File: src/rtl/bus_arb_pkg.sv
package bus_arb_pkg;

  // Source of the grant decision taken at the coming edge
  typedef enum logic [2:0] {
    SRC_HOLD = 3'd0,
    SRC_PARK = 3'd1,
    SRC_FIX  = 3'd2,
    SRC_HI   = 3'd3,
    SRC_LO   = 3'd4
  } pick_src_e;

endpackage

File: src/rtl/arb_rr_pick.sv
// Finds the first requester strictly after ptr, wrapping around
module arb_rr_pick #(
  parameter  int W  = 3,
  localparam int IW = (W > 1) ? $clog2(W) : 1
) (
  input  logic [W-1:0]  req,
  input  logic [IW-1:0] ptr,
  output logic          found,
  output logic [IW-1:0] idx
);

  always_comb begin
    found = 1'b0;
    idx   = '0;
    for (int k = 1; k <= W; k++) begin
      int c;
      c = (int'(ptr) + k) % W;
      if (!found && req[c]) begin
        found = 1'b1;
        idx   = IW'(c);
      end
    end
  end

endmodule

File: src/rtl/arb_prio_pick.sv
// Lowest set index wins
module arb_prio_pick #(
  parameter  int W  = 6,
  localparam int IW = (W > 1) ? $clog2(W) : 1
) (
  input  logic [W-1:0]  req,
  output logic          found,
  output logic [IW-1:0] idx
);

  always_comb begin
    found = 1'b0;
    idx   = '0;
    for (int i = W - 1; i >= 0; i--) begin
      if (req[i]) begin
        found = 1'b1;
        idx   = IW'(i);
      end
    end
  end

endmodule

File: src/rtl/bus_arb_two_tier.sv
module bus_arb_two_tier #(
  parameter  int N_HI = 3,
  parameter  int N_LO = 3,
  localparam int N    = N_HI + N_LO,
  localparam int IDW  = (N > 1) ? $clog2(N) : 1
) (
  input  logic           clk,
  input  logic           rst_n,
  input  logic [N-1:0]   req_n,
  input  logic           frame_n,
  input  logic           irdy_n,
  input  logic           cfg_rotate,
  input  logic           cfg_park_last,
  input  logic [IDW-1:0] cfg_park_id,
  output logic [N-1:0]   gnt_n
);
  import bus_arb_pkg::*;

  localparam int HW = (N_HI > 1) ? $clog2(N_HI) : 1;
  localparam int LW = (N_LO > 1) ? $clog2(N_LO) : 1;
  localparam logic [N-1:0] ONE_N = N'(1);

  // state
  logic           granted_q;
  logic [IDW-1:0] cur_q, cur_d;
  logic [HW-1:0]  hi_ptr_q, hi_ptr_d;
  logic [LW-1:0]  lo_ptr_q, lo_ptr_d;
  logic           hi_done_q, hi_done_d;
  logic           prev_idle_q;

  // decision inputs
  logic [N-1:0]   req;
  logic           hi_found, lo_found, any_req;
  logic [HW-1:0]  hi_idx;
  logic [LW-1:0]  lo_idx;
  logic [IDW-1:0] fx_idx;
  logic           consumed, holder_req, advance, hi_wrap, take_lo;
  pick_src_e      src;

  assign req = ~req_n;

  arb_rr_pick #(.W(N_HI)) u_hi_pick (
    .req   (req[N_HI-1:0]),
    .ptr   (hi_ptr_q),
    .found (hi_found),
    .idx   (hi_idx)
  );

  arb_rr_pick #(.W(N_LO)) u_lo_pick (
    .req   (req[N-1:N_HI]),
    .ptr   (lo_ptr_q),
    .found (lo_found),
    .idx   (lo_idx)
  );

  arb_prio_pick #(.W(N)) u_fix_pick (
    .req   (req),
    .found (any_req),
    .idx   (fx_idx)
  );

  // a grant is used up when its holder starts from an idle bus
  assign consumed   = granted_q && !frame_n && prev_idle_q;
  assign holder_req = req[cur_q];
  assign advance    = !granted_q || !holder_req || consumed;

  // the high tier wraps into a new pass: give the slot to tier two first
  assign hi_wrap = (hi_idx <= hi_ptr_q);
  assign take_lo = !hi_found || (hi_wrap && hi_done_q && lo_found);

  always_comb begin
    src = SRC_HOLD;
    if (advance) begin
      if (!any_req)         src = SRC_PARK;
      else if (!cfg_rotate) src = SRC_FIX;
      else if (take_lo)     src = SRC_LO;
      else                  src = SRC_HI;
    end
  end

  always_comb begin
    cur_d     = cur_q;
    hi_ptr_d  = hi_ptr_q;
    lo_ptr_d  = lo_ptr_q;
    hi_done_d = hi_done_q;
    case (src)
      SRC_PARK: cur_d = (granted_q && !cfg_park_last) ? cfg_park_id : cur_q;
      SRC_FIX:  cur_d = fx_idx;
      SRC_HI: begin
        cur_d     = IDW'(hi_idx);
        hi_ptr_d  = hi_idx;
        hi_done_d = 1'b1;
      end
      SRC_LO: begin
        cur_d     = IDW'(N_HI) + IDW'(lo_idx);
        lo_ptr_d  = lo_idx;
        hi_done_d = 1'b0;
      end
      default: ;
    endcase
  end

  always_ff @(posedge clk or negedge rst_n) begin
    if (!rst_n) begin
      granted_q   <= 1'b0;
      cur_q       <= '0;
      hi_ptr_q    <= HW'(N_HI - 1);
      lo_ptr_q    <= LW'(N_LO - 1);
      hi_done_q   <= 1'b0;
      prev_idle_q <= 1'b1;
    end else begin
      prev_idle_q <= frame_n & irdy_n;
      granted_q   <= 1'b1;
      if (advance) begin
        cur_q     <= cur_d;
        hi_ptr_q  <= hi_ptr_d;
        lo_ptr_q  <= lo_ptr_d;
        hi_done_q <= hi_done_d;
      end
    end
  end

  always_comb begin
    gnt_n = '1;
    if (granted_q) gnt_n[cur_q] = 1'b0;
  end

  // ---------------- assertions ----------------
  assert_gnt_onehot_R1: assert property (@(posedge clk) disable iff (!rst_n)
    $onehot0(~gnt_n));

  assert_hold_grant_R4: assert property (@(posedge clk) disable iff (!rst_n)
    (granted_q && ((~req_n & ~gnt_n) != '0) && !(!frame_n && prev_idle_q))
    |=> $stable(gnt_n));

  assert_grant_to_req_R11: assert property (@(posedge clk) disable iff (!rst_n)
    (advance && (req_n != '1)) |=> ((~gnt_n & ~$past(req_n)) != '0));

  assert_fixed_prio_R8: assert property (@(posedge clk) disable iff (!rst_n)
    (advance && (req_n != '1) && !cfg_rotate)
    |=> ((~$past(req_n) & ((~gnt_n) - ONE_N)) == '0));

  assert_park_fixed_R9: assert property (@(posedge clk) disable iff (!rst_n)
    (src == SRC_PARK && granted_q && !cfg_park_last && (int'(cfg_park_id) < N))
    |=> !gnt_n[$past(cfg_park_id)]);

endmodule

File: config.mk
export PLATFORM = sky130hd
export DESIGN_NAME = bus_arb_two_tier
export DESIGN_NICKNAME = d
export VERILOG_FILES = /design/src/rtl/bus_arb_pkg.sv /design/src/rtl/arb_rr_pick.sv /design/src/rtl/arb_prio_pick.sv /design/src/rtl/bus_arb_two_tier.sv
export SDC_FILE = /design/constraint.sdc
export NUM_CORES = 1
export LEC_CHECK = 0
export ABC_CLOCK_PERIOD_IN_PS = 3300
export CAP_MARGIN = 0
export CORE_MARGIN = 2
export CORE_UTILIZATION = 46
export DETAILED_ROUTE_END_ITERATION = 12
export PLACE_DENSITY_LB_ADDON = 0.25
export SLEW_MARGIN = 10
export SYNTH_ARGS = -nofsm -noshare
export SYNTH_HDL_FRONTEND = slang
export SYNTH_SLANG_ARGS = --single-unit
File: constraint.sdc
create_clock -name clk -period 3.3 [get_ports clk]
set_input_delay 0.66 -clock clk [delete_from_list [all_inputs] [get_ports clk]]
set_output_delay 0.66 -clock clk [all_outputs]
set_load 0.005 [all_outputs]
==> impl_metrics.csv, run 1 <==
group,metric,value,unit
status,status,"finished, final reports clean",
finish,nNetsFinal,187,
clocking,cts_sinks,10,
synthesis,post-synth-top-count-cell,"nand2_1",
setup_path,max_stage_delay,0.44,ns
global_route,grt_max_degree,11,
clocking,cts_buffers,3,
detailed_routing,wl_per_cell,15.4,µm
detailed_routing,drc_errors,0,
synthesis,synth-async-reset-ratio,100,%
floorplan,ios,21,
global_route,grt_overflow,0,
sta,fin_ws,0.0902,ns
power,p_leak,0.605,nW
global_route,first_global_vias,1064,
synthesis,synth_seq_area_share,23.0,%
detailed_routing,detail_route.first_pass.iterations,4,
synthesis,synthTopCellsByCount,"nand2_1 (14), ha_1 (9), nor2b_1 (9), inv_1 (8), mux2i_1 (8)",
power,ir_drop,467,µV
setup_path,worstPathCellList,"clkdlybuf4s50_1 > buf_4 > o221ai_2 > o41ai_4 > a31o_1 > ha_1 > nor2b_1 > a2bb2oi_2 > a2111o_1 > and2_4 > nand3_2 > mux2_1",
setup_path,crit_arrival,3.41,ns
global_route,antenna_found_initial,0,
finish,fillers,194,
synthesis,syn_area_per_cell,8.30,µm²
clocking,clk_pin_slew,0.07,ns
detailed_routing,postRouteAntennaNets,0,
place,place_ws,-0.266,ns
sta,fin_worst_skew,0.00325,ns
detailed_routing,vias,1092,
sta,drv_slew,0,
setup_path,worstSetupEndpointType,"flop",
sta,whs,0.503,ns
sta,relSlewSlack,65.6,%
clocking,cts_hold_buffers,0,
floorplan,core-area,0.00223,mm²
synthesis,synth_nets,157,
floorplan,die_h,53.0,µm
sta,hold_viol_final,0,
synthesis,synth_edf_count,0,
synthesis,yosys.cell_types.count,51,
flow_run,maxCapViolations,0,
sta,rsz0062_at_grt,"no",
clocking,htreeDepth,1,
finish,layout-drive-gt1-share,21.6,%
worst_hold_path,hp-class,"reg2reg",
finish,n_antenna_cell,0,
place,gp_congestion,0.812,
floorplan,initial_core_util,49.4,%
synthesis,synth_top_flop_cell,"dfrtp_1",
synthesis,yosysTopAreaCell,"dfrtp_1",
setup_path,cp_slowest_cell,"clkdlybuf4s50_1",
setup_path,path_max_fanout,8,
synthesis,synthTopCellsByArea,"dfrtp_1 (16%), ha_1 (10%), mux2i_1 (7.3%)",
synthesis,synth_top_cell_area_share,15.9,%
global_route,grt_pass1_wl,4.75,mm
detailed_routing,viasPerCell,5.75,
synthesis,syn_inst,133,
clocking,cts_buffer_depth,2,
global_route,grt_usage,23.1,%
place,post-dp-hpwl,2.20,mm
power,power_density,795,mW/mm²
clocking,cts_root_buf,"clkbuf_4",
setup_path,startpoint_type,"input port",
clocking,clk_latency,0.27,ns
setup_path,crit_type,"in2reg",
finish,area_delta_synth_final,33.3,%
detailed_routing,drt-initial-drc-count,22,
setup_path,crit_required,3.50,ns
synthesis,yosysWarnings,0,
synthesis,netlist_area,0.00110,mm²
floorplan,dieArea,0.00281,mm²
floorplan,rows,17,
sta,timing.fmax,312,MHz
sta,setup_viol,0,
sta,period_needed,3.21,ns
sta,worstMarginPinSlew,0.515,ns
detailed_routing,wirelength,2.93,mm
clocking,tritoncts,"yes",
sta,fin_crit_sh,97.3,%
synthesis,ys_ff_latch,10,
place,io_buffers,20,
floorplan,die_w,53.0,µm
per-stage QoR:
| stage | instances | total power [mW] | cell area, µm² | util, % | TNS, ns |
|---|---|---|---|---|---|
| global placement | 185 | 0.942 | 1380 | 61.8 | -0.892 |
| finish | 190 | 1.17 | 1470 | 65.9 | 0 |
| detailed placement | 185 | 0.980 | 1380 | 61.8 | -1.67 |
| global route | 190 | 1.26 | 1470 | 65.9 | 0 |
| CTS | 189 | 1.08 | 1410 | 63.0 | 0 |
| floorplan | 133 | 0.780 | 1100 | - | 0 |
power breakdown:
group          internal (mW)  switching [mW]
logic                  0.427           0.424
clock network         0.0469          0.0450
registers              0.176          0.0503
final timing paths:
kind	startpoint	end	slack, ns	cells past startpoint
worst min-delay path	hi_done_q	hi_done_q	0.50	2
min in group asynchronous	rst_n	cur_q[0]	0.73	1
worst max-delay path	req_n[1]	hi_ptr_q[1]	0.09	12
worst min register to register	hi_done_q	hi_done_q	0.50	2
worst max register to register	hi_ptr_q[1]	hi_ptr_q[1]	0.12	13
max in group asynchronous	rst_n	prev_idle_q	2.21	1
critical path: cells and delay by family:
kind	cells	cell delay (ns)
AND/OR/NAND/NOR	3	0.45
buffers and inverters	2	0.63
AO/OA/AOI/OAI	5	1.04
multiplexers	1	0.32
adder cells (fa/ha/maj)	1	0.32
kinds of logic (layout without fill, tap and decap cells):
| group | count (synthesis) | in the layout | share of synthesized area [%] |
|---|---|---|---|
| and+or+nand+nor | 53 | 53 | 26.8 |
| AOI/OAI and AO/OA | 33 | 33 | 21.7 |
| buffers and inverters | 14 | 43 | 5.78 |
| adders and majority gates | 11 | 11 | 12.1 |
| muxes | 11 | 11 | 10.3 |
| DFF | 10 | 10 | 23.0 |
| other | 1 | 1 | 0.340 |
sequential cells by signal (all words and copies together) (netlist names):
register,count
hi_done_q,1
lo_ptr_q,2
hi_ptr_q,2
cur_q,3
granted_q,1
prev_idle_q,1
per-layer routing:
layer | wire, µm | up-vias | global-route usage [%]
li1 | - | 540 | -
met1 | 1400 | 521 | 28.3
met2 | 1390 | 29 | 39.6
met3 | 132 | 2 | 6.50
met4 | 8 | 0 | 5.98
met5 | 0 | - | 0
layout by cell type (no fill, tap or decap), types with 4 or more instances in the layout:
master and instances:
mux2i_1 8, nor2_1 7, dfrtp_1 7, buf_4 11
nand2b_1 5, inv_1 8, nor2b_1 8, a21oi_1 4
clkdlybuf4s50_1 20, ha_1 7, nand2_1 14
area by class of cell:
cell class | count | area, µm² | share of cell area (%)
Clock buffer | 4 | 26.3 | 1.79
Inverter | 8 | 30.0 | 2.04
Sequential cell | 10 | 254 | 17.3
Multi-Input combinational cell | 109 | 843 | 57.3
Timing Repair Buffer | 31 | 283 | 19.2
Tap cell | 28 | 35.0 | 2.38
what timing repair did:
action | in CTS | in global routing
buffers inserted | 0 | 1
resized for setup | 0 | 11
endpoints found under the setup margin | 0 | 8
endpoints found under the hold margin | 0 | 0
Power figures use the tool's default switching activity.
==> run 2: changes to the inputs <==
RECOVER_POWER = 25   (was not set)
==> impl_metrics.csv, run 2 (synthesis gave the netlist of run 1 again) <==
group,metric,value,unit
clocking,cts_buffers,3,
clocking,clk_pin_slew,0.07,ns
finish,final_area,0.00147,mm²
finish,n_antenna_cell,0,
place,gp_congestion,0.812,
place,dpl_cell_area,0.00138,mm²
place,place_ws,-0.266,ns
sta,fin_ws,0.0896,ns
sta,setup-tns-final,0,ns
setup_path,crit_type,"in2reg",
place,io_buffers,20,
global_route,grt_pass1_wl,4.75,mm
sta,rsz0062_at_grt,"no",
sta,whs,0.503,ns
finish,nNetsFinal,187,
sta,relSlewSlack,65.4,%
finish,max_flop_register,"cur_q",
sta,worstMarginPinSlew,0.518,ns
floorplan,dieArea,0.00281,mm²
power,power_density,794,mW/mm²
finish,layout_commonest_cell,"clkdlybuf4s50_1",
setup_path,path_max_fanout,8,
clocking,htreeDepth,1,
finish,largest_register_ffs,3,
finish,area_delta_synth_final,33.3,%
sta,setup_viol,0,
clocking,tritoncts,"yes",
global_route,grt_overflow,0,
setup_path,max_stage_delay,0.44,ns
floorplan,rows,17,
sta,fin_worst_skew,0.00325,ns
sta,timing.fmax,311,MHz
detailed_routing,viasPerCell,5.69,
setup_path,cp_slowest_cell,"clkdlybuf4s50_1",
power,ir_drop,467,µV
global_route,first_global_vias,1064,
setup_path,crit_required,3.50,ns
setup_path,worstPathCellList,"clkdlybuf4s50_1 > buf_4 > o221ai_2 > o41ai_4 > a31o_1 > ha_1 > nor2b_1 > a2bb2oi_2 > a2111o_1 > and2_4 > nand3_2 > mux2_1",
global_route,grt_usage,23.1,%
floorplan,ios,21,
detailed_routing,wl_per_cell,15.4,µm
finish,layout_common_cells,"clkdlybuf4s50_1 (19), nand2_1 (14), buf_4 (11)",
detailed_routing,wirelength,2.92,mm
clocking,cts_sinks,10,
floorplan,die_w,53.0,µm
finish,layout-drive-gt1-share,21.6,%
place,post-dp-hpwl,2.20,mm
sta,fin_crit_sh,97.3,%
setup_path,worstSetupEndpointType,"flop",
setup_path,crit_arrival,3.41,ns
status,status,"finished, final reports clean",
sta,period_needed,3.21,ns
floorplan,core-area,0.00223,mm²
detailed_routing,detail_route.first_pass.iterations,4,
power,p_leak,0.605,nW
worst_hold_path,hp-class,"reg2reg",
sta,hold_viol_final,0,
clocking,cts_buffer_depth,2,
global_route,antenna_found_initial,0,
floorplan,initial_core_util,49.4,%
finish,largestRegisters,"cur_q: 3 flops, hi_ptr_q: 2 flops, lo_ptr_q: 2 flops",
sta,drv_slew,0,
setup_path,startpoint_type,"input port",
detailed_routing,postRouteAntennaNets,0,
detailed_routing,vias,1082,
flow_run,maxCapViolations,0,
clocking,cts_root_buf,"clkbuf_4",
clocking,clk_latency,0.27,ns
detailed_routing,drt-initial-drc-count,22,
global_route,grt_max_degree,11,
detailed_routing,drc_errors,0,
floorplan,die_h,53.0,µm
[run 2: final timing paths]
path	start	endpoint	slack (ns)	cells after the start
worst max-delay path	req_n[1]	hi_ptr_q[1]	0.09	12
worst min-delay path	hi_done_q	hi_done_q	0.50	2
worst max register to register	hi_ptr_q[1]	hi_ptr_q[1]	0.12	13
worst min register to register	hi_done_q	hi_done_q	0.50	2
max in group asynchronous	rst_n	prev_idle_q	2.14	1
min in group asynchronous	rst_n	cur_q[0]	0.80	1
[run 2: per-layer routing]
layer,vias to the layer above,track usage (%),routed length (µm)
met4,0,5.98,8
met3,2,6.50,123
met2,23,39.6,1390
met1,518,28.3,1400
li1,539,-,-
met5,-,0,0
[run 2: worst max-delay path: cells and delay by family]
kind	cells	cell delay [ns]
AOI/OAI and AO/OA	5	1.04
buffers and inverters	2	0.63
and+or+nand+nor	3	0.45
adders and majority gates	1	0.32
muxes	1	0.32
[run 2: report_power, final]
group / switching (mW) / total [mW] / leakage (nW) / internal [mW]
Clock: 0.0451 / 0.0920 / 0.0150 / 0.0469
Sequential: 0.0498 / 0.225 / 0.118 / 0.176
Combinational: 0.424 / 0.850 / 0.472 / 0.427
[run 2: what timing repair did]
item	CTS	global route
setup endpoints to repair	0	8
hold buffers	0	0
setup buffers	0	1
resized for setup	0	11
[run 2: area by class of cell]
class | count | area (µm²)
multi-input cells | 109 | 843
fillers | 194 | 762
repair buffers | 31 | 283
flip-flops and latches | 10 | 254
well taps | 28 | 35.0
inverters | 8 | 30.0
clock buffers | 4 | 26.3
[run 2: per-stage QoR]
step,util [%],power (mW),std cells
6_report,65.9,1.17,190
5_1_grt,65.9,1.26,190
4_1_cts,63.0,1.08,189
2_1_floorplan,-,0.780,133
3_5_place_dp,61.8,0.980,185
3_3_place_gp,61.8,0.942,185
